<file path="config.mk">
export PLATFORM = sky130hd
export DESIGN_NAME = pwm10_gen
export DESIGN_NICKNAME = d
export VERILOG_FILES = /design/src/rtl/pwm10_pkg.sv /design/src/rtl/pwm10_prescale.sv /design/src/rtl/pwm10_timer.sv /design/src/rtl/pwm10_duty.sv /design/src/rtl/pwm10_gen.sv
export SDC_FILE = /design/constraint.sdc
export NUM_CORES = 1
export LEC_CHECK = 0
export ABC_AREA = 1
export CAP_MARGIN = 20
export CORE_UTILIZATION = 40
export DETAILED_ROUTE_END_ITERATION = 7
export HOLD_SLACK_MARGIN = 0.02
export MAX_ROUTING_LAYER = met4
export PLACE_DENSITY = 0.63
export SETUP_SLACK_MARGIN = 0.02
export SLEW_MARGIN = 20
export SYNTH_ARGS = -nofsm -noshare
export SYNTH_HDL_FRONTEND = slang
export SYNTH_SLANG_ARGS = --single-unit
</file>
<file path="constraint.sdc">
create_clock -name clk -period 2 [get_ports clk]
set_input_delay 0.3 -clock clk [delete_from_list [all_inputs] [get_ports clk]]
set_output_delay 0.3 -clock clk [all_outputs]
set_load 0.01 [all_outputs]
</file>
<file path="src/rtl/pwm10_pkg.sv">
package pwm10_pkg;

  typedef enum logic [1:0] {
    PRE_DIV1   = 2'b00,
    PRE_DIV4   = 2'b01,
    PRE_DIV16  = 2'b10,
    PRE_DIV16X = 2'b11
  } presc_e;

endpackage

</file>
<file path="src/rtl/pwm10_prescale.sv">
module pwm10_prescale
  import pwm10_pkg::*;
#(
  parameter int FINE_W = 2
) (
  input  logic              clk,
  input  logic              rst_n,
  input  logic              mod_en,
  input  logic              tmr_en,
  input  logic [1:0]        presc_sel,
  output logic [FINE_W-1:0] fine_ext,
  output logic              fine_step,
  output logic              tmr_tick
);

  localparam int PC_W = 2 * FINE_W;

  logic [FINE_W-1:0] ph_q, ph_d;
  logic [PC_W-1:0]   pc_q, pc_d;
  logic [PC_W-1:0]   pc_mask;
  logic              run;
  logic              ph_wrap;
  logic              pc_lo_wrap;
  logic              pc_all_wrap;
  presc_e            mode;

  assign mode        = presc_e'(presc_sel);
  assign run         = mod_en & tmr_en;
  assign ph_wrap     = &ph_q;
  assign pc_lo_wrap  = &pc_q[FINE_W-1:0];
  assign pc_all_wrap = &pc_q;

  always_comb begin
    unique case (mode)
      PRE_DIV1: pc_mask = '0;
      PRE_DIV4: pc_mask = {{(PC_W-FINE_W){1'b0}}, {FINE_W{1'b1}}};
      default:  pc_mask = '1;
    endcase
  end

  // Fine step source, timer tick and the low extension, per prescale mode.
  always_comb begin
    unique case (mode)
      PRE_DIV1: begin
        fine_ext  = ph_q;
        fine_step = run;
        tmr_tick  = run & ph_wrap;
      end
      PRE_DIV4: begin
        fine_ext  = pc_q[FINE_W-1:0];
        fine_step = run & ph_wrap;
        tmr_tick  = run & ph_wrap & pc_lo_wrap;
      end
      default: begin
        fine_ext  = pc_q[PC_W-1:FINE_W];
        fine_step = run & ph_wrap & pc_lo_wrap;
        tmr_tick  = run & ph_wrap & pc_all_wrap;
      end
    endcase
  end

  always_comb begin
    ph_d = ph_q;
    pc_d = pc_q;
    if (!mod_en) begin
      ph_d = '0;
      pc_d = '0;
    end else if (tmr_en) begin
      ph_d = ph_q + FINE_W'(1);
      if (ph_wrap) pc_d = (pc_q + PC_W'(1)) & pc_mask;
      else         pc_d = pc_q & pc_mask;
    end
  end

  always_ff @(posedge clk or negedge rst_n) begin
    if (!rst_n) begin
      ph_q <= '0;
      pc_q <= '0;
    end else begin
      ph_q <= ph_d;
      pc_q <= pc_d;
    end
  end

  assert_freeze_R10: assert property (@(posedge clk) disable iff (!rst_n)
    (mod_en && !tmr_en) |=> ($stable(ph_q) && $stable(pc_q)))
    else $error("phase/prescale counters moved while timer stopped");

  assert_clear_R8: assert property (@(posedge clk) disable iff (!rst_n)
    !mod_en |=> (ph_q == '0 && pc_q == '0))
    else $error("counters not cleared while disabled");

  assert_tick_step_R2: assert property (@(posedge clk) disable iff (!rst_n)
    tmr_tick |-> fine_step)
    else $error("timer tick without a fine step");

endmodule

</file>
<file path="src/rtl/pwm10_timer.sv">
module pwm10_timer #(
  parameter int TMR_W = 8
) (
  input  logic             clk,
  input  logic             rst_n,
  input  logic             mod_en,
  input  logic             tmr_tick,
  input  logic [TMR_W-1:0] period,
  output logic [TMR_W-1:0] tmr,
  output logic             rollover
);

  logic [TMR_W-1:0] tmr_q, tmr_d;
  logic             at_period;

  assign at_period = (tmr_q == period);
  assign rollover  = tmr_tick & at_period;
  assign tmr       = tmr_q;

  always_comb begin
    tmr_d = tmr_q;
    if (!mod_en)       tmr_d = '0;
    else if (rollover) tmr_d = '0;
    else if (tmr_tick) tmr_d = tmr_q + TMR_W'(1);
  end

  always_ff @(posedge clk or negedge rst_n) begin
    if (!rst_n) tmr_q <= '0;
    else        tmr_q <= tmr_d;
  end

  assert_roll_zero_R2: assert property (@(posedge clk) disable iff (!rst_n)
    rollover |=> (tmr_q == '0))
    else $error("timer did not restart after frame end");

  assert_hold_no_tick_R10: assert property (@(posedge clk) disable iff (!rst_n)
    (mod_en && !tmr_tick) |=> $stable(tmr_q))
    else $error("timer moved without a tick");

endmodule

</file>
<file path="src/rtl/pwm10_duty.sv">
module pwm10_duty #(
  parameter int TMR_W  = 8,
  parameter int FINE_W = 2
) (
  input  logic                    clk,
  input  logic                    rst_n,
  input  logic                    mod_en,
  input  logic                    load,
  input  logic                    hi_we,
  input  logic [TMR_W-1:0]        hi_wdata,
  input  logic                    lo_we,
  input  logic [FINE_W-1:0]       lo_wdata,
  output logic [TMR_W+FINE_W-1:0] hold_duty,
  output logic [TMR_W+FINE_W-1:0] act_duty
);

  localparam int DUTY_W = TMR_W + FINE_W;

  logic [TMR_W-1:0]  hold_hi_q, hold_hi_d;
  logic [FINE_W-1:0] hold_lo_q, hold_lo_d;
  logic [DUTY_W-1:0] act_q, act_d;
  logic              act_en;

  assign hold_duty = {hold_hi_q, hold_lo_q};
  assign act_duty  = act_q;
  assign act_en    = load | ~mod_en;

  always_comb begin
    hold_hi_d = hi_we ? hi_wdata : hold_hi_q;
    hold_lo_d = lo_we ? lo_wdata : hold_lo_q;
    act_d     = act_en ? {hold_hi_q, hold_lo_q} : act_q;
  end

  always_ff @(posedge clk or negedge rst_n) begin
    if (!rst_n) begin
      hold_hi_q <= '0;
      hold_lo_q <= '0;
      act_q     <= '0;
    end else begin
      hold_hi_q <= hold_hi_d;
      hold_lo_q <= hold_lo_d;
      act_q     <= act_d;
    end
  end

  assert_buffered_R4: assert property (@(posedge clk) disable iff (!rst_n)
    (mod_en && !load) |=> $stable(act_q))
    else $error("active duty changed inside a frame");

  assert_track_R9: assert property (@(posedge clk) disable iff (!rst_n)
    !mod_en |=> (act_q == $past({hold_hi_q, hold_lo_q})))
    else $error("active duty not following holding copy while disabled");

endmodule

</file>
<file path="src/rtl/pwm10_gen.sv">
module pwm10_gen #(
  parameter int TMR_W  = 8,
  parameter int FINE_W = 2
) (
  input  logic              clk,
  input  logic              rst_n,
  input  logic              mod_en,
  input  logic              tmr_en,
  input  logic [1:0]        presc_sel,
  input  logic              period_we,
  input  logic [TMR_W-1:0]  period_wdata,
  input  logic              duty_hi_we,
  input  logic [TMR_W-1:0]  duty_hi_wdata,
  input  logic              duty_lo_we,
  input  logic [FINE_W-1:0] duty_lo_wdata,
  output logic              pwm_out,
  output logic [TMR_W-1:0]  active_hi
);

  localparam int DUTY_W = TMR_W + FINE_W;

  logic [TMR_W-1:0]  period_q, period_d;
  logic [FINE_W-1:0] fine_ext;
  logic              fine_step;
  logic              tmr_tick;
  logic [TMR_W-1:0]  tmr;
  logic              rollover;
  logic [DUTY_W-1:0] hold_duty;
  logic [DUTY_W-1:0] act_duty;
  logic [DUTY_W-1:0] pos_next;
  logic              hit;
  logic              out_q, out_d;

  pwm10_prescale #(.FINE_W(FINE_W)) u_presc (
    .clk       (clk),
    .rst_n     (rst_n),
    .mod_en    (mod_en),
    .tmr_en    (tmr_en),
    .presc_sel (presc_sel),
    .fine_ext  (fine_ext),
    .fine_step (fine_step),
    .tmr_tick  (tmr_tick)
  );

  pwm10_timer #(.TMR_W(TMR_W)) u_timer (
    .clk      (clk),
    .rst_n    (rst_n),
    .mod_en   (mod_en),
    .tmr_tick (tmr_tick),
    .period   (period_q),
    .tmr      (tmr),
    .rollover (rollover)
  );

  pwm10_duty #(.TMR_W(TMR_W), .FINE_W(FINE_W)) u_duty (
    .clk       (clk),
    .rst_n     (rst_n),
    .mod_en    (mod_en),
    .load      (rollover),
    .hi_we     (duty_hi_we),
    .hi_wdata  (duty_hi_wdata),
    .lo_we     (duty_lo_we),
    .lo_wdata  (duty_lo_wdata),
    .hold_duty (hold_duty),
    .act_duty  (act_duty)
  );

  // Clear on the step that brings the position onto the duty value,
  // so the high time is exactly D fine units.
  assign pos_next = {tmr, fine_ext} + DUTY_W'(1);
  assign hit      = fine_step & (pos_next == act_duty);

  always_comb begin
    period_d = period_we ? period_wdata : period_q;
    out_d    = out_q;
    if (!mod_en)       out_d = 1'b0;
    else if (rollover) out_d = |hold_duty;
    else if (hit)      out_d = 1'b0;
  end

  always_ff @(posedge clk or negedge rst_n) begin
    if (!rst_n) begin
      period_q <= '0;
      out_q    <= 1'b0;
    end else begin
      period_q <= period_d;
      out_q    <= out_d;
    end
  end

  assign pwm_out   = out_q;
  assign active_hi = act_duty[DUTY_W-1:FINE_W];

  assert_disabled_low_R8: assert property (@(posedge clk) disable iff (!rst_n)
    !mod_en |=> !pwm_out)
    else $error("output high while disabled");

  assert_rise_at_frame_R2: assert property (@(posedge clk) disable iff (!rst_n)
    $rose(pwm_out) |-> $past(rollover))
    else $error("output rose away from a frame boundary");

  assert_zero_duty_R6: assert property (@(posedge clk) disable iff (!rst_n)
    (rollover && mod_en && hold_duty == '0) |=> !pwm_out)
    else $error("output high with zero duty");

  assert_stop_hold_R10: assert property (@(posedge clk) disable iff (!rst_n)
    (mod_en && !tmr_en) |=> $stable(pwm_out))
    else $error("output changed while timer stopped");

endmodule

</file>
==> flow_metrics.py, run 1 <==
metrics = {
    "min_path": {
        "hold_class": "in -> async",
    },
    "route": {
        "first_pass_iters": 4,
        "wirelength_um": 5370,
        "drtIter0Drc": 108,
        "drc": 0,
        "wl_per_cell_um": 11.8,
        "vias_per_cell": 4.64,
        "vias": 2105,
        "ant_nets": 0,
    },
    "logic_synthesis": {
        "synth_xor_xnor_area_share_pct": 3.53,
        "synth_compound_area_share_pct": 9.07,
        "synth-simple-area-share_pct": 27.9,
        "synth_sequential_area_ratio_pct": 43.3,
        "synth-seq-cells": 43,
        "synth.distinct_cells": 31,
        "syn_avg_cell_area_um2": 7.69,
        "synth_nets": 354,
        "syn-cell-area_mm2": 0.00248,
        "synth_mux_area_share_pct": 1.81,
        "syn_inst": 323,
        "ys_warn_count": 0,
        "synth_top_family_by_area": "simple AND/OR/NAND/NOR gates",
        "synth_adder_area_share_pct": 2.02,
    },
    "sta": {
        "slew_violations": 0,
        "hold_violations": 0,
        "setup_viol": 0,
        "clock_skew_ns": 0.00683,
        "max_slew_margin_pct": 64.1,
        "final.min_clock_period_ns": 1.87,
        "setup_tns_ns": 0,
        "rsz0062_at_grt": "yes",
        "tightest_slew_ns": 0.534,
        "layout_setup_ws_ns": 0.129,
        "fmax_mhz": 535,
        "fin_crit_sh_pct": 93.5,
    },
    "clocking": {
        "cts_tree": "built",
        "cts_buffers": 5,
        "clkSinkCount": 43,
        "cts_root_buffer": "clkbuf_8",
        "path_clk_slew_ns": 0.08,
        "cts_max_level": 2,
        "clock_path_buffers": 2,
        "insertion_delay_ns": 0.30,
    },
    "die": {
        "fp.dieArea_mm2": 0.00652,
        "num_io_pins": 36,
        "fp.dieH_um": 80.8,
        "start_util_pct": 41.7,
        "die_w_um": 80.8,
        "rows": 28,
        "core_mm2": 0.00596,
    },
    "power": {
        "sw_frac_of_total_pct": 27.5,
        "p_leak_uw": 0.00155,
        "p_sw_uw": 514,
        "combinationalPowerShare_pct": 19.0,
        "pwr-share-seq_pct": 51.9,
        "intPower_uw": 1360,
        "vdd_drop_max_v": 0.000354,
        "power.density_mw_per_mm2": 584,
        "clkPwrFrac_pct": 29.2,
    },
    "worst_setup_path": {
        "critical_path_required_ns": 2.21,
        "start_kind": "flop",
        "critPathCaptureType": "flop",
        "crit_fanout": 8,
        "worstPathArrival_ns": 2.08,
        "critical_path_class": "reg -> reg",
    },
    "final_layout": {
        "fin_cells": 454,
        "fillCellCount": 616,
        "seq_area_mm2": 0.00108,
        "nNetsFinal": 409,
        "insertedDiodeCount": 0,
        "drive_gt1_share_pct": 18.5,
        "multiInputGateArea_mm2": 0.00117,
        "syn_to_final_growth_pct": 29.0,
    },
    "global_routing": {
        "overflow": 0,
        "grt_pass1_wl_um": 9130,
        "grt_max_degree": 18,
        "grt_usage_pct": 18.9,
        "grt_pass1_vias": 2014,
        "antenna_found_initial": 0,
    },
    "job": {
        "maxCapViolCount": 0,
    },
    "placed_design": {
        "dp_cells": 438,
        "place.gp.congestion": 0.801,
        "pre_cts_slack_ns": -0.419,
        "dpl.hpwl_um": 4140,
        "portBuffers": 35,
    },
    "status": {
        "outcome": "completed",
    },
}
-- critical path: stages (launching register included) --
cell and delay, ns:
dfrtp_1 0.41, buf_4 0.14, buf_4 0.12, ha_1 0.19, nor2_1 0.14, nor3_2 0.06, nand2_2 0.10, inv_2 0.07
nand3_4 0.10, nand2_4 0.11, buf_12 0.16, nor3_1 0.17
-- repair_timing --
item	CTS	global route
resized for setup	3	18
hold buffers	1	0
buffers inserted	0	7
endpoints found under the setup margin	1	1
hold endpoints to repair	13	0
pin swaps	0	11
-- layer usage --
layer / global-route usage, % / up-vias / wire length (um)
met5: - / - / 0
met4: 5.18 / 0 / 55
met3: 4.72 / 7 / 211
met2: 29.2 / 47 / 2550
met1: 24.8 / 937 / 2560
li1: - / 1114 / -
-- per-stage QoR --
| step | utilization [%] | cell area [um2] | hold slack [ns] | power, uW |
|---|---|---|---|---|
| floorplan | - | 2480 | 0.00441 | 1180 |
| global placement | 50.1 | 2990 | 0.236 | 1320 |
| detailed placement | 50.1 | 2990 | 0.233 | 1330 |
| CTS | 51.7 | 3080 | 0.446 | 1880 |
| global route | 53.8 | 3200 | 0.466 | 1980 |
| finish | 53.8 | 3200 | 0.445 | 1870 |
-- cell usage after synthesis --
cell      number  area share (%)
nor3b_1        1            0.30
nand2_4        1            0.45
clkbuf_1       2            0.30
o21bai_1       1            0.30
nand3_1       19             3.8
nor3_2         1            0.40
buf_8          1            0.60
a21oi_2        6             2.1
xor2_1         5             1.8
clkinv_1       1            0.15
inv_1         48             7.3
nor3_1         6             1.2
inv_2          2            0.30
nand2_1       92              14
o41ai_1        1            0.35
buf_12         1            0.81
buf_4          9             2.7
nor3b_2        1            0.50
o21ai_0       26             5.2
a21oi_1        4            0.81
xnor2_1        5             1.8
nor2_2         3            0.76
a31oi_1        1            0.25
dfrtp_1       43              43
nand2_2        1            0.25
nand4_1        7             1.8
clkbuf_2       1            0.20
nand3_4        1            0.71
nor2_1        25             3.8
ha_1           4             2.0
mux2_2         4             1.8
-- path summary, 6_finish.rpt --
path | from | to | slack [ns] | depth (start not counted)
worst max-delay path | u_presc.pc_q[1]$_DFFE_PN0P_ | u_timer.tmr[7]$_DFFE_PN0P_ | 0.13 | 11
worst min-delay path | rst_n | period_q[3]$_DFFE_PN0P_ | 0.44 | 2
worst max register to register | u_presc.pc_q[1]$_DFFE_PN0P_ | u_timer.tmr[7]$_DFFE_PN0P_ | 0.13 | 11
worst min register to register | u_duty.hold_hi_q[0]$_DFFE_PN0P_ | u_duty.act_duty[2]$_DFFE_PN0P_ | 0.48 | 2
max in group asynchronous | rst_n | u_duty.hold_hi_q[6]$_DFFE_PN0P_ | 1.00 | 3
min in group clk | u_duty.hold_hi_q[0]$_DFFE_PN0P_ | u_duty.act_duty[2]$_DFFE_PN0P_ | 0.48 | 2
-- cell families after synthesis --
kind of cell    after synthesis
simple gates                158
buf+inv                      65
xor+xnor                     10
flops                        43
mux                           4
compound gates               39
fa+ha+maj                     4
-- power groups by stage --
stage | clock network, uW | registers, uW | logic [uW]
after floorplan | 0 | 975 | 207
after global placement | 0 | 985 | 338
after detailed placement | 0 | 987 | 342
after CTS | 566 | 969 | 344
after global routing | 609 | 977 | 398
final | 546 | 970 | 354
-- cell usage in the layout, fill, tap and decap left out, types with 3 or more instances in the layout --
| cell type | n |
|---|---|
| a21oi_1 | 4 |
| a21oi_2 | 6 |
| buf_12 | 3 |
| buf_4 | 23 |
| clkbuf_8 | 5 |
| clkdlybuf4s50_1 | 32 |
| dfrtp_1 | 43 |
| inv_1 | 45 |
| inv_2 | 5 |
| mux2_2 | 4 |
| nand2_1 | 90 |
| nand3_1 | 15 |
| nand3_2 | 4 |
| nand4_1 | 7 |
| nor2_1 | 22 |
| nor2_2 | 5 |
| nor3_1 | 5 |
| o21ai_0 | 26 |
| xnor2_1 | 4 |
| xor2_1 | 5 |
-- sequential cells by signal, indices dropped and copies added, names as in the netlist --
name,cells
u_duty.hold_lo_q,2
u_presc.ph_q,2
u_timer.tmr,8
u_duty.act_duty,10
u_presc.pc_q,4
pwm_out,1
period_q,8
u_duty.hold_hi_q,8
-- area by class of cell --
class,count,area share [%]
multi-input cells,215,36.5
flip-flops and latches,43,33.6
clock inverters,2,0.391
inverters,51,5.98
clock buffers,6,2.27
repair buffers,62,18.3
well taps,75,2.93
Note: power is estimated with default switching activity, not from simulation.
==> run 2, diff against run 1 <==
--- a/config.mk
+++ b/config.mk
@@ -12,6 +12,7 @@
 export HOLD_SLACK_MARGIN = 0.02
 export MAX_ROUTING_LAYER = met4
 export PLACE_DENSITY = 0.63
+export RECOVER_POWER = 50
 export SETUP_SLACK_MARGIN = 0.02
 export SLEW_MARGIN = 20
 export SYNTH_ARGS = -nofsm -noshare
==> run 2 against run 1 <==
  * Critical path type unchanged
  * Register-to-register slack is essentially flat
  * Wire length shrank 0.17%
  * Hold slack gained 0.040 ns
  * Core utilization shrank 0.23 points
  * Global-route usage is the same
  * Critical path depth is the same
  * Final area shrank 0.43%
  * Largest cell class unchanged
  * Highest routed layer unchanged
  * Total power shrank 0.25%
  * Combinational power shrank 1%
  * Clock power is essentially flat
==> flow_metrics.py, run 2 (same netlist as run 1, synthesis figures left out) <==
metrics = {
    "status": {
        "outcome": "completed",
    },
    "min_path": {
        "holdPathEnd": "u_duty.act_duty[2]$_DFFE_PN0P_",
        "whs_path_depth": 2,
        "hold_class": "reg -> reg",
        "worstHoldStart": "u_duty.hold_hi_q[0]$_DFFE_PN0P_",
    },
    "placed_design": {
        "dpl.hpwl_um": 4140,
        "portBuffers": 35,
        "place.gp.congestion": 0.801,
        "postPlaceCellArea_mm2": 0.00299,
    },
    "final_layout": {
        "seq_area_mm2": 0.00108,
        "fillCellCount": 618,
        "multiInputGateArea_mm2": 0.00117,
        "insertedDiodeCount": 0,
        "nNetsFinal": 409,
        "post-route-util_pct": 53.5,
        "mostFrequentLayoutCells": "90 x nand2_1, 45 x inv_1, 43 x dfrtp_1",
        "largest_reg_flops": 10,
        "final_area_mm2": 0.00319,
        "syn_to_final_growth_pct": 28.4,
        "layout_commonest_cell": "nand2_1",
        "drive_gt1_share_pct": 17.7,
    },
    "power": {
        "finalPower_uw": 1870,
        "p_leak_uw": 0.00154,
        "power.density_mw_per_mm2": 585,
        "vdd_drop_max_v": 0.000354,
    },
    "sta": {
        "setup_tns_ns": 0,
        "slew_violations": 0,
        "tightest_slew_ns": 0.898,
        "clock_skew_ns": 0.00691,
        "max_slew_margin_pct": 40.1,
        "fin_crit_sh_pct": 93.5,
        "rsz0062_at_grt": "yes",
        "hold_violations": 0,
        "final.min_clock_period_ns": 1.87,
        "setup_viol": 0,
        "fmax_mhz": 535,
    },
    "job": {
        "maxCapViolCount": 0,
    },
    "route": {
        "wirelength_um": 5370,
        "vias": 2112,
        "drc": 0,
        "ant_nets": 0,
        "vias_per_cell": 4.65,
        "wl_per_cell_um": 11.8,
        "first_pass_iters": 4,
        "drtIter0Drc": 98,
    },
    "worst_setup_path": {
        "reg2reg_depth": 11,
        "start_kind": "flop",
        "crit_fanout": 8,
        "critical_path_class": "reg -> reg",
        "worstPathArrival_ns": 2.08,
        "critical_path_required_ns": 2.21,
        "r2r_setup_slack_ns": 0.13,
        "r2r-end": "u_timer.tmr[7]$_DFFE_PN0P_",
        "reg2reg_from": "u_presc.pc_q[1]$_DFFE_PN0P_",
        "critPathCaptureType": "flop",
    },
    "global_routing": {
        "overflow": 0,
        "grt_pass1_vias": 2014,
        "antenna_found_initial": 0,
        "grt_pass1_wl_um": 9130,
        "grt_usage_pct": 18.9,
        "grt_max_degree": 18,
    },
    "clocking": {
        "clkSinkCount": 43,
        "cts_root_buffer": "clkbuf_8",
        "path_clk_slew_ns": 0.08,
        "cts_tree": "built",
        "cts_max_level": 2,
        "cts_buffers": 5,
        "clock_path_buffers": 2,
        "insertion_delay_ns": 0.30,
    },
    "die": {
        "fp.dieArea_mm2": 0.00652,
        "die_w_um": 80.8,
        "start_util_pct": 41.7,
        "rows": 28,
        "core_mm2": 0.00596,
        "fp.dieH_um": 80.8,
        "num_io_pins": 36,
    },
}
==> run 2: cell types whose count changed in the layout (fill, tap and decap cells not counted), sizes merged <==
| cell | before | now |
|---|---|---|
| buf | 27 | 22 |
| clkbuf | 6 | 11 |
| clkdlybuf4s50 | 32 | 29 |
| dlygate4sd3 | 1 | 4 |
==> run 2: layer usage <==
| layer | routed length [um] | global-route usage (%) | vias up |
|---|---|---|---|
| li1 | - | - | 1113 |
| met1 | 2550 | 24.8 | 941 |
| met2 | 2540 | 29.2 | 51 |
| met3 | 223 | 4.72 | 7 |
| met4 | 55 | 5.18 | 0 |
| met5 | 0 | - | - |
==> run 2: worst max-delay path by stage <==
| stage | from | end | slack [ns] |
|---|---|---|---|
| after global placement | presc_sel[1] | pwm_out$_DFFE_PN0P_ | -0.32 |
| final | u_presc.pc_q[1]$_DFFE_PN0P_ | u_timer.tmr[7]$_DFFE_PN0P_ | 0.13 |
| after CTS | u_presc.pc_q[3]$_DFFE_PN0P_ | pwm_out$_DFFE_PN0P_ | 0.05 |
| after floorplan | u_presc.pc_q[3]$_DFFE_PN0P_ | pwm_out$_DFFE_PN0P_ | 0.21 |
| after detailed placement | presc_sel[1] | pwm_out$_DFFE_PN0P_ | -0.42 |
| after global routing | presc_sel[1] | pwm_out$_DFFE_PN0P_ | -0.04 |
==> run 2: layout make-up <==
| cell class | count | share of cell area (%) |
|---|---|---|
| multi-input cells | 215 | 36.7 |
| flip-flops and latches | 43 | 33.8 |
| repair buffers | 62 | 17.9 |
| inverters | 51 | 6.00 |
| well taps | 75 | 2.94 |
| clock buffers | 6 | 2.28 |
| clock inverters | 2 | 0.392 |
==> run 2: where the power goes <==
part / internal (uW) / switching, uW
Sequential: 929 / 40.9
Combinational: 178 / 172
Clock: 244 / 301
Total: 1350 / 514
==> run 2: what timing repair did <==
action                     CTS  global route
pin swaps                    0            11
setup endpoints to repair    1             1
cloned                       0             0
hold buffers                 1             0
buffers inserted             0             7
hold endpoints to repair    13             0
resized for setup            3            18
==> run 2: critical path, stage by stage (launching register included) <==
cell and delay, ns:
dfrtp_1 0.41, buf_4 0.14, buf_4 0.12, ha_1 0.19
nor2_1 0.14, nor3_2 0.06, nand2_2 0.10, inv_2 0.07
nand3_4 0.10, nand2_4 0.11, buf_12 0.16, nor3_1 0.17
==> run 2: metrics by stage <==
step	cells	hold WS (ns)	setup slack, ns
5_1_grt	454	0.532	-0.0448
2_1_floorplan	323	0.00441	0.212
6_report	454	0.485	0.131
3_5_place_dp	438	0.233	-0.419
3_3_place_gp	438	0.236	-0.322
4_1_cts	447	0.446	0.0540
==> run 3, diff against run 2 <==
--- a/config.mk
+++ b/config.mk
@@ -9,9 +9,10 @@
 export CAP_MARGIN = 20
 export CORE_UTILIZATION = 40
 export DETAILED_ROUTE_END_ITERATION = 7
+export DONT_BUFFER_PORTS = 1
 export HOLD_SLACK_MARGIN = 0.02
 export MAX_ROUTING_LAYER = met4
-export PLACE_DENSITY = 0.63
+export PLACE_DENSITY = 0.55
 export RECOVER_POWER = 50
 export SETUP_SLACK_MARGIN = 0.02
 export SLEW_MARGIN = 20
==> run 3 against run 2 <==
  * Wire length decreased by 1.4%
  * First-iteration DRC count decreased by 8.2%
  * Register-to-register slack improved by 0.02 ns
  * Core utilization decreased by 7.7 points
  * Setup slack improved by 0.017 ns
  * Highest routed layer unchanged
  * Sequential share of layout area increased by 5.7 points
  * Die area unchanged
==> flow_metrics.py, run 3 (same netlist as run 1, synthesis figures left out) <==
metrics = {
    "status": {
        "outcome": "completed",
    },
    "power": {
        "power.density_mw_per_mm2": 699,
        "p_leak_uw": 0.00135,
        "vdd_drop_max_v": 0.000345,
    },
    "sta": {
        "final.min_clock_period_ns": 1.85,
        "clock_skew_ns": 0.00616,
        "max_slew_margin_pct": 27.2,
        "fmax_mhz": 540,
        "fin_crit_sh_pct": 92.6,
        "hold_violations": 0,
        "tightest_slew_ns": 1.09,
        "hold_slack_ns": 0.102,
        "slew_violations": 0,
        "setup_viol": 0,
        "setup_tns_ns": 0,
        "rsz0062_at_grt": "no",
    },
    "clocking": {
        "clkSinkCount": 43,
        "cts_max_level": 2,
        "cts_root_buffer": "clkbuf_8",
        "path_clk_slew_ns": 0.08,
        "cts_tree": "built",
        "cts_buffers": 5,
        "clock_path_buffers": 2,
        "insertion_delay_ns": 0.29,
    },
    "global_routing": {
        "grt_pass1_wl_um": 8470,
        "overflow": 0,
        "grt_max_degree": 44,
        "grt_usage_pct": 18.0,
        "antenna_found_initial": 0,
        "grt_pass1_vias": 1841,
    },
    "worst_setup_path": {
        "critPathCaptureType": "flop",
        "critical_path_class": "reg -> reg",
        "start_kind": "flop",
        "critical_path_required_ns": 2.21,
        "worstPathArrival_ns": 2.06,
        "crit_fanout": 19,
    },
    "route": {
        "vias_per_cell": 4.81,
        "vias": 1963,
        "wl_per_cell_um": 13.0,
        "drtIter0Drc": 90,
        "ant_nets": 0,
        "first_pass_iters": 4,
        "wirelength_um": 5290,
        "drc": 0,
    },
    "die": {
        "die_w_um": 80.8,
        "start_util_pct": 41.7,
        "num_io_pins": 36,
        "core_mm2": 0.00596,
        "rows": 28,
        "fp.dieH_um": 80.8,
        "fp.dieArea_mm2": 0.00652,
    },
    "final_layout": {
        "largest_reg_flops": 10,
        "nNetsFinal": 363,
        "layout_commonest_cell": "nand2_1",
        "insertedDiodeCount": 0,
        "syn_to_final_growth_pct": 9.93,
        "drive_gt1_share_pct": 14.4,
        "mostFrequentLayoutCells": "91 x nand2_1, 48 x inv_1, 43 x dfrtp_1",
    },
    "placed_design": {
        "portBuffers": 0,
        "place.gp.congestion": 0.902,
        "dpl.hpwl_um": 3920,
    },
    "job": {
        "maxCapViolCount": 0,
    },
    "min_path": {
        "hold_class": "in -> reg",
    },
}
## run 3: changes by cell type in the layout (fill, tap and decap cells not counted), moves of 3 or more
cell             previous run  this run
dlygate4sd3_1               4         1
buf_4                      19        13
inv_1                      45        48
inv_2                       5         2
clkbuf_1                    4         0
clkdlybuf4s50_1            29         0
## run 3: repair_timing
action                     CTS  global route
setup buffers                0             6
hold endpoints to repair    43             0
hold buffers                 2             0
gates resized for setup      0             5
setup endpoints to repair    0             1
## run 3: where the power goes
group          switching (uW)  leakage (uW)  internal (uW)
Clock                     299     0.0000612            404
Sequential               51.7      0.000544            928
Combinational             133      0.000740           92.1
## run 3: layer usage
metal  routed length (um)  GRT usage [%]  vias up  part of all wire, %
met5                    0              -        -                    0
met4                   79           6.61        0                  1.5
met3                  232           4.72        9                  4.4
met2                 2390           27.4       43                   45
met1                 2590           23.2      885                   49
li1                     -              -     1026                    -
## run 3: layout make-up
type	count	area [um2]
clock buffers	6	82.6
clock inverters	2	35.0
fillers	611	3230
inverters	51	191
multi-input cells	215	1120
flip-flops and latches	43	1080
well taps	75	93.8
repair buffers	16	133
## run 3: per-stage QoR
step | util, % | setup slack [ns] | cell area (um2) | cells | power, uW
final | 45.8 | 0.148 | 2730 | 408 | 1910
after global routing | 45.8 | 0.00894 | 2730 | 408 | 2000
after CTS | 45.1 | 0.0925 | 2690 | 402 | 1950
after detailed placement | 42.5 | 0.119 | 2530 | 392 | 1200
after global placement | 42.5 | 0.155 | 2530 | 392 | 1200
after floorplan | - | 0.212 | 2480 | 323 | 1180
## run 3: path summary, 6_finish.rpt
kind,start,endpoint,slack (ns),depth (start not counted)
min in group asynchronous,rst_n,u_presc.pc_q[2]$_DFFE_PN0P_,0.73,2
setup reg to reg,u_presc.pc_q[0]$_DFFE_PN0P_,u_timer.tmr[5]$_DFFE_PN0P_,0.15,10
max in group asynchronous,rst_n,u_duty.act_duty[8]$_DFFE_PN0P_,0.58,2
hold reg to reg,u_duty.hold_lo_q[0]$_DFFE_PN0P_,u_duty.act_duty[0]$_DFFE_PN0P_,0.50,2
hold / removal,duty_hi_we,u_duty.hold_hi_q[7]$_DFFE_PN0P_,0.10,1
setup / recovery,u_presc.pc_q[0]$_DFFE_PN0P_,u_timer.tmr[5]$_DFFE_PN0P_,0.15,10
## run 3: worst max-delay path, stage by stage, from the launching register on
cell and delay [ns]:
dfrtp_1 0.41, buf_4 0.14, ha_1 0.20, nor2_1 0.17
nor3_2 0.06, nand2_2 0.10, inv_2 0.06, nand3_4 0.10
nand2_4 0.16, buf_12 0.19, nor3_1 0.18
